$ cat src/rtl/ram_page_pkg.sv
package ram_page_pkg;
  localparam int CODE_W = 3;
  localparam int WIN_W  = 2;
  localparam int NWIN   = 1 << WIN_W;
  typedef logic [CODE_W-1:0] bank_t;

  // Bank served by window win under configuration code cfg.
  function automatic bank_t map_bank(input bank_t cfg, input logic [WIN_W-1:0] win);
    bank_t b;
    b = bank_t'(win);
    if (cfg[CODE_W-1]) begin
      if (win == 2'b01) b = cfg;
    end else begin
      case (cfg[1:0])
        2'd1: if (win == 2'b11) b = 3'd7;
        2'd2: b = {1'b1, win};
        2'd3: begin
          if (win == 2'b01) b = 3'd3;
          if (win == 2'b11) b = 3'd7;
        end
        default: b = bank_t'(win);
      endcase
    end
    return b;
  endfunction
endpackage

$ cat src/rtl/cfg_port.sv
module cfg_port
  import ram_page_pkg::*;
#(
  parameter int DATA_W = 8
) (
  input  logic              clk,
  input  logic              rst,
  input  logic              io_wr,
  input  logic              a15,
  input  logic [DATA_W-1:0] io_data,
  output bank_t             cfg
);
  logic hit;
  logic unused_bits;
  logic past_ok;

  assign unused_bits = ^io_data[DATA_W-3:CODE_W];
  assign hit = io_wr && !a15 && (io_data[DATA_W-1:DATA_W-2] == 2'b11);

  always_ff @(posedge clk) begin
    if (rst) begin
      cfg     <= '0;
      past_ok <= 1'b0;
    end else begin
      past_ok <= 1'b1;
      if (hit) cfg <= io_data[CODE_W-1:0];
    end
  end

  assert_load_R2: assert property (@(posedge clk) disable iff (rst)
    (past_ok && io_wr && !a15 && io_data[DATA_W-1] && io_data[DATA_W-2])
      |=> (cfg == $past(io_data[CODE_W-1:0])));

  assert_ignore_R3: assert property (@(posedge clk) disable iff (rst)
    (past_ok && (!io_wr || a15 || !io_data[DATA_W-1] || !io_data[DATA_W-2]))
      |=> $stable(cfg));
endmodule

$ cat src/rtl/bank_map.sv
module bank_map
  import ram_page_pkg::*;
(
  input  bank_t            cfg,
  input  logic [WIN_W-1:0] win,
  output bank_t            bank
);
  bank_t win_bank [NWIN];

  for (genvar w = 0; w < NWIN; w++) begin : g_win
    assign win_bank[w] = map_bank(cfg, WIN_W'(w));
  end

  assign bank = win_bank[win];
endmodule

$ cat src/rtl/access_gate.sv
module access_gate
  import ram_page_pkg::*;
(
  input  logic             clk,
  input  logic             rst,
  input  bank_t            bank,
  input  logic             mem_rd,
  input  logic             mem_wr,
  output logic             rd_dis,
  output logic             int_we,
  output logic             int_din_en,
  output logic             int_cas,
  output logic [WIN_W-1:0] int_page,
  output logic [WIN_W-1:0] ext_bank,
  output logic             ext_cs_n
);
  logic is_ext, req, past_ok;

  assign is_ext = bank[CODE_W-1];
  assign req    = mem_rd | mem_wr;

  always_ff @(posedge clk) begin
    if (rst) begin
      rd_dis     <= 1'b0;
      int_we     <= 1'b0;
      int_din_en <= 1'b0;
      int_cas    <= 1'b0;
      int_page   <= '0;
      ext_bank   <= '0;
      ext_cs_n   <= 1'b1;
      past_ok    <= 1'b0;
    end else begin
      past_ok    <= 1'b1;
      rd_dis     <= mem_rd & is_ext;
      int_we     <= mem_wr & ~is_ext;
      int_din_en <= mem_wr & ~is_ext;
      int_cas    <= req & ~is_ext;
      ext_cs_n   <= ~(req & is_ext);
      int_page   <= (req & ~is_ext) ? bank[WIN_W-1:0] : '0;
      ext_bank   <= (req & is_ext)  ? bank[WIN_W-1:0] : '0;
    end
  end

  assert_rd_dis_ext_R8: assert property (@(posedge clk) disable iff (rst)
    rd_dis |-> (!ext_cs_n && !int_cas));

  assert_we_exclusive_R9: assert property (@(posedge clk) disable iff (rst)
    !(int_we && !ext_cs_n));

  assert_wr_no_dis_R9: assert property (@(posedge clk) disable iff (rst)
    (past_ok && mem_wr && !mem_rd) |=> !rd_dis);

  assert_idle_R10: assert property (@(posedge clk) disable iff (rst)
    (past_ok && !mem_rd && !mem_wr) |=> (ext_cs_n && !int_cas && !int_we && !rd_dis));
endmodule

$ cat src/rtl/ram_page_ctrl.sv
module ram_page_ctrl
  import ram_page_pkg::*;
#(
  parameter int DATA_W = 8
) (
  input  logic              clk,
  input  logic              rst,
  input  logic [1:0]        addr_hi,
  input  logic [DATA_W-1:0] io_data,
  input  logic              io_wr,
  input  logic              mem_rd,
  input  logic              mem_wr,
  output logic              rd_dis,
  output logic              int_we,
  output logic              int_din_en,
  output logic              int_cas,
  output logic [1:0]        int_page,
  output logic [1:0]        ext_bank,
  output logic              ext_cs_n
);
  bank_t cfg, bank;

  cfg_port #(.DATA_W(DATA_W)) u_cfg (
    .clk(clk), .rst(rst), .io_wr(io_wr), .a15(addr_hi[1]),
    .io_data(io_data), .cfg(cfg)
  );

  bank_map u_map (.cfg(cfg), .win(addr_hi), .bank(bank));

  access_gate u_gate (
    .clk(clk), .rst(rst), .bank(bank), .mem_rd(mem_rd), .mem_wr(mem_wr),
    .rd_dis(rd_dis), .int_we(int_we), .int_din_en(int_din_en),
    .int_cas(int_cas), .int_page(int_page), .ext_bank(ext_bank),
    .ext_cs_n(ext_cs_n)
  );
endmodule

$ cat config.mk
export PLATFORM = sky130hd
export DESIGN_NAME = ram_page_ctrl
export DESIGN_NICKNAME = d
export VERILOG_FILES = /design/src/rtl/ram_page_pkg.sv /design/src/rtl/cfg_port.sv /design/src/rtl/bank_map.sv /design/src/rtl/access_gate.sv /design/src/rtl/ram_page_ctrl.sv
export SDC_FILE = /design/constraint.sdc
export NUM_CORES = 1
export LEC_CHECK = 0
export BUFFER_PORTS_ARGS = -buffer_cell sky130_fd_sc_hd__buf_2
export CAP_MARGIN = 20
export CORE_MARGIN = 2
export CORE_UTILIZATION = 30
export CTS_BUF_LIST = sky130_fd_sc_hd__clkbuf_16
export DETAILED_ROUTE_END_ITERATION = 8
export GPL_ROUTABILITY_DRIVEN = 1
export HOLD_SLACK_MARGIN = 0.02
export SLEW_MARGIN = 30
export SYNTH_ARGS = -nofsm -noshare
export SYNTH_HDL_FRONTEND = slang
export SYNTH_SLANG_ARGS = --single-unit
$ cat constraint.sdc
create_clock -name clk -period 1.2 [get_ports clk]
set_clock_uncertainty 0.15 [all_clocks]
set_input_delay 0.06 -clock clk [delete_from_list [all_inputs] [get_ports clk]]
set_output_delay 0.06 -clock clk [all_outputs]
set_load 0.005 [all_outputs]
==> impl_metrics.toml <==
[run_status]
status = "finished, final reports clean"

[layout]
postLayoutCoreUtil_pct = 52.8
share_of_cells_above_drive_strength_1_pct = 48.8
area_growth_pct = 64.8
antenna-diode-count = 0
fill_cells = 137
final_net_count = 96
finish.instance_area_um2 = 796

[logic_synthesis]
synth-edff-count = 0
yosys_most_used_dff = "sky130_fd_sc_hd__dfxtp_1"
synth-seq-area-share_pct = 45.6
synth.ff_latch_count = 11
synth.cell_area_um2 = 483
postSynthAreaPerCell_um2 = 10.5
syn-num-nets = 61
count_of_unique_library_cells_instantiated_by_yosys = 27
async_reset_ff_share_pct = 0
ys.warnings.count = 0
netlist_instances = 46

[floorplanning]
ios = 24
die-width_um = 44.1
floorplan.initialDensity_pct = 32.1
placement_rows = 14
die_footprint_um2 = 1950
dieHeight_um = 44.1
design.core.area_um2 = 1510

[detailed_routing]
drt_pass1_iterations = 4
initial_drc_count = 11
drtAntennaViolNets = 0
drt-vias-per-instance = 4.93
via_count = 473
routed_wirelength_um = 1110
drc = 0
detail_route.wl_per_cell_um = 11.6

[timing]
final.period_utilization_pct = 96.5
setup_viol = 0
worst_pin_slew_ns = 0.250
setup_slack_ns = 0.0417
timing.fmax_mhz = 863
report.final.hold_viol_count = 0
period_needed_ns = 1.16
timing_max_transition_violations_final = 0
max_slew_headroom_pct = 83.3

[setup_path]
cp_data_required_time_ns = 1.17
worstRegToRegCells = 3
cp_data_arrival_time_ns = 1.13
worst_setup_path_start_kind = "flip-flop"
crit-reg2reg-launch = "u_cfg.cfg[0]"
rr_endpoint = "u_gate.ext_bank[1]"
rrSetupSlack_ns = 0.04
setup.worst_path.class = "flip-flop to flip-flop"
timing.critical_path.to_type = "flip-flop"
worst-path-max-fanout = 6
setup.worst_path.start = "u_cfg.cfg[0]"

[power]
power_leakage_nw = 0.392
power_density_nw_per_um2 = 1370
max-vdd-ir-drop_v = 0.000655
fin_total_pwr_mw = 1.09

[clock_network]
cts-buffers-inserted = 3
h_tree_levels = 1
insertion_delay_of_the_later_clocked_pin_in_the_worst_skew_pair_ns = 0.24
clk_pin_slew_worst_paths_ns = 0.04
cts-root-to-sink-buffers = 2
numClockSinks = 11
cts_tree = "yes"
ctsRootBufferMaster = "sky130_fd_sc_hd__clkbuf_16"

[flow_run]
max-cap-violations = 0

[global_routing]
grt_remaining_overflow = 0
number_of_global_route_vias_before_repair = 406
track_usage_pct = 13.2
grt_start_max_net_pins = 8
grt_antenna_before_repair = 0
first_pass_grt_wire_length_um = 1760

[place]
placed_cell_area_um2 = 616
dp_hpwl_um = 728
port-buffer-count = 20
post-place-ws_ns = 0.0248
gp_routability_congestion = 0.716

[hold_path]
endpoint_of_the_worst_hold_timing_path = "u_gate.int_cas"
holdCritPathClass = "primary input to flip-flop"
min_delay_path_depth = 3
hp-start = "mem_rd"
critical path, cell delays in order, from the launching register on:
cell                      delay [ns]
sky130_fd_sc_hd__dfxtp_2        0.39
sky130_fd_sc_hd__mux2_2         0.35
sky130_fd_sc_hd__nand3_1        0.09
sky130_fd_sc_hd__a21oi_1        0.07
cells by family after synthesis:
group	Yosys count	synth area share, %
flops	11	45.6
buf+inv	4	5.44
simple gates	16	22.0
compound gates	11	18.4
mux	4	8.55
per-layer routing:
metal / GRT usage, % / vias to the layer above / wire length (um)
met5: 0 / - / 0
met4: 12.7 / 0 / 36
met3: 2.86 / 4 / 77
met2: 21.2 / 21 / 575
met1: 14.0 / 215 / 424
li1: - / 233 / -
metrics by stage:
| step | setup TNS, ns | hold slack (ns) | std cells |
|---|---|---|---|
| after global routing | -0.0324 | 0.0397 | 96 |
| after floorplan | 0 | -0.0250 | 46 |
| final | 0 | 0.00843 | 96 |
| after global placement | 0 | 0.145 | 84 |
| after detailed placement | 0 | 0.150 | 84 |
| after CTS | 0 | 0.0202 | 96 |
cell usage after synthesis, types with 2 or more instances:
cell type	number	area, um2
sky130_fd_sc_hd__dfxtp_1	11	220
sky130_fd_sc_hd__nor2_1	4	15.0
sky130_fd_sc_hd__mux2i_1	3	30.0
sky130_fd_sc_hd__nand3_1	3	15.0
sky130_fd_sc_hd__nor3_1	2	10.0
sky130_fd_sc_hd__o21ai_0	2	10.0
worst max-delay path by stage:
| stage | to | slack [ns] | cells past startpoint |
|---|---|---|---|
| floorplan | u_gate.ext_bank[0] | 0.05 | 3 |
| global route | u_gate.ext_bank[1] | -0.03 | 3 |
| global placement | u_gate.ext_bank[1] | 0.02 | 3 |
| CTS | u_gate.ext_bank[1] | 0.04 | 6 |
| detailed placement | u_gate.ext_bank[1] | 0.02 | 3 |
| finish | u_gate.ext_bank[1] | 0.04 | 3 |
report_power, final:
group / switching [mW] / internal (mW) / leakage [nW] / total (mW)
combinational: 0.0457 / 0.0650 / 0.259 / 0.111
sequential: 0.00483 / 0.379 / 0.0908 / 0.384
clock: 0.155 / 0.437 / 0.0423 / 0.592
total: 0.206 / 0.881 / 0.392 / 1.09
timing repair:
item / 4_1_cts / 5_1_grt
setup endpoints to repair: 1 / 4
endpoints found under the hold margin: 7 / 0
gates resized for setup: 1 / 4
hold buffers: 8 / 0
gates cloned: 0 / 0
setup buffers: 0 / 0
pin swaps: 1 / 1
flip-flops by register name (all words and copies together) (netlist names):
signal           cells
u_cfg.cfg            3
u_gate.ext_bank      2
u_gate.ext_cs_n      1
u_gate.int_cas       1
u_gate.int_page      2
u_gate.int_we        1
u_gate.rd_dis        1
layout by cell type (no fill, tap or decap), types with 2 or more instances in the layout:
cell / netlist / routed
sky130_fd_sc_hd__buf_2: 0 / 20
sky130_fd_sc_hd__dlygate4sd3_1: 0 / 8
sky130_fd_sc_hd__nor2_1: 4 / 4
sky130_fd_sc_hd__o21ai_1: 1 / 2
sky130_fd_sc_hd__nor3_1: 2 / 2
sky130_fd_sc_hd__buf_4: 1 / 4
sky130_fd_sc_hd__dfxtp_1: 11 / 9
sky130_fd_sc_hd__nand3_1: 3 / 2
sky130_fd_sc_hd__dfxtp_2: 0 / 2
sky130_fd_sc_hd__mux2i_1: 3 / 3
sky130_fd_sc_hd__inv_1: 1 / 2
sky130_fd_sc_hd__clkbuf_16: 0 / 3
final cells by class:
| class | instances | area [um2] | share of cell area [%] |
|---|---|---|---|
| well taps | 16 | 20.0 | 2.52 |
| clock buffers | 3 | 75.1 | 9.43 |
| multi-input cells | 31 | 256 | 32.2 |
| flip-flops and latches | 11 | 223 | 28.0 |
| inverters | 2 | 7.51 | 0.943 |
| repair buffers | 32 | 210 | 26.4 |
| clock inverters | 1 | 3.75 | 0.472 |
Note: power is estimated with default switching activity, not from simulation.
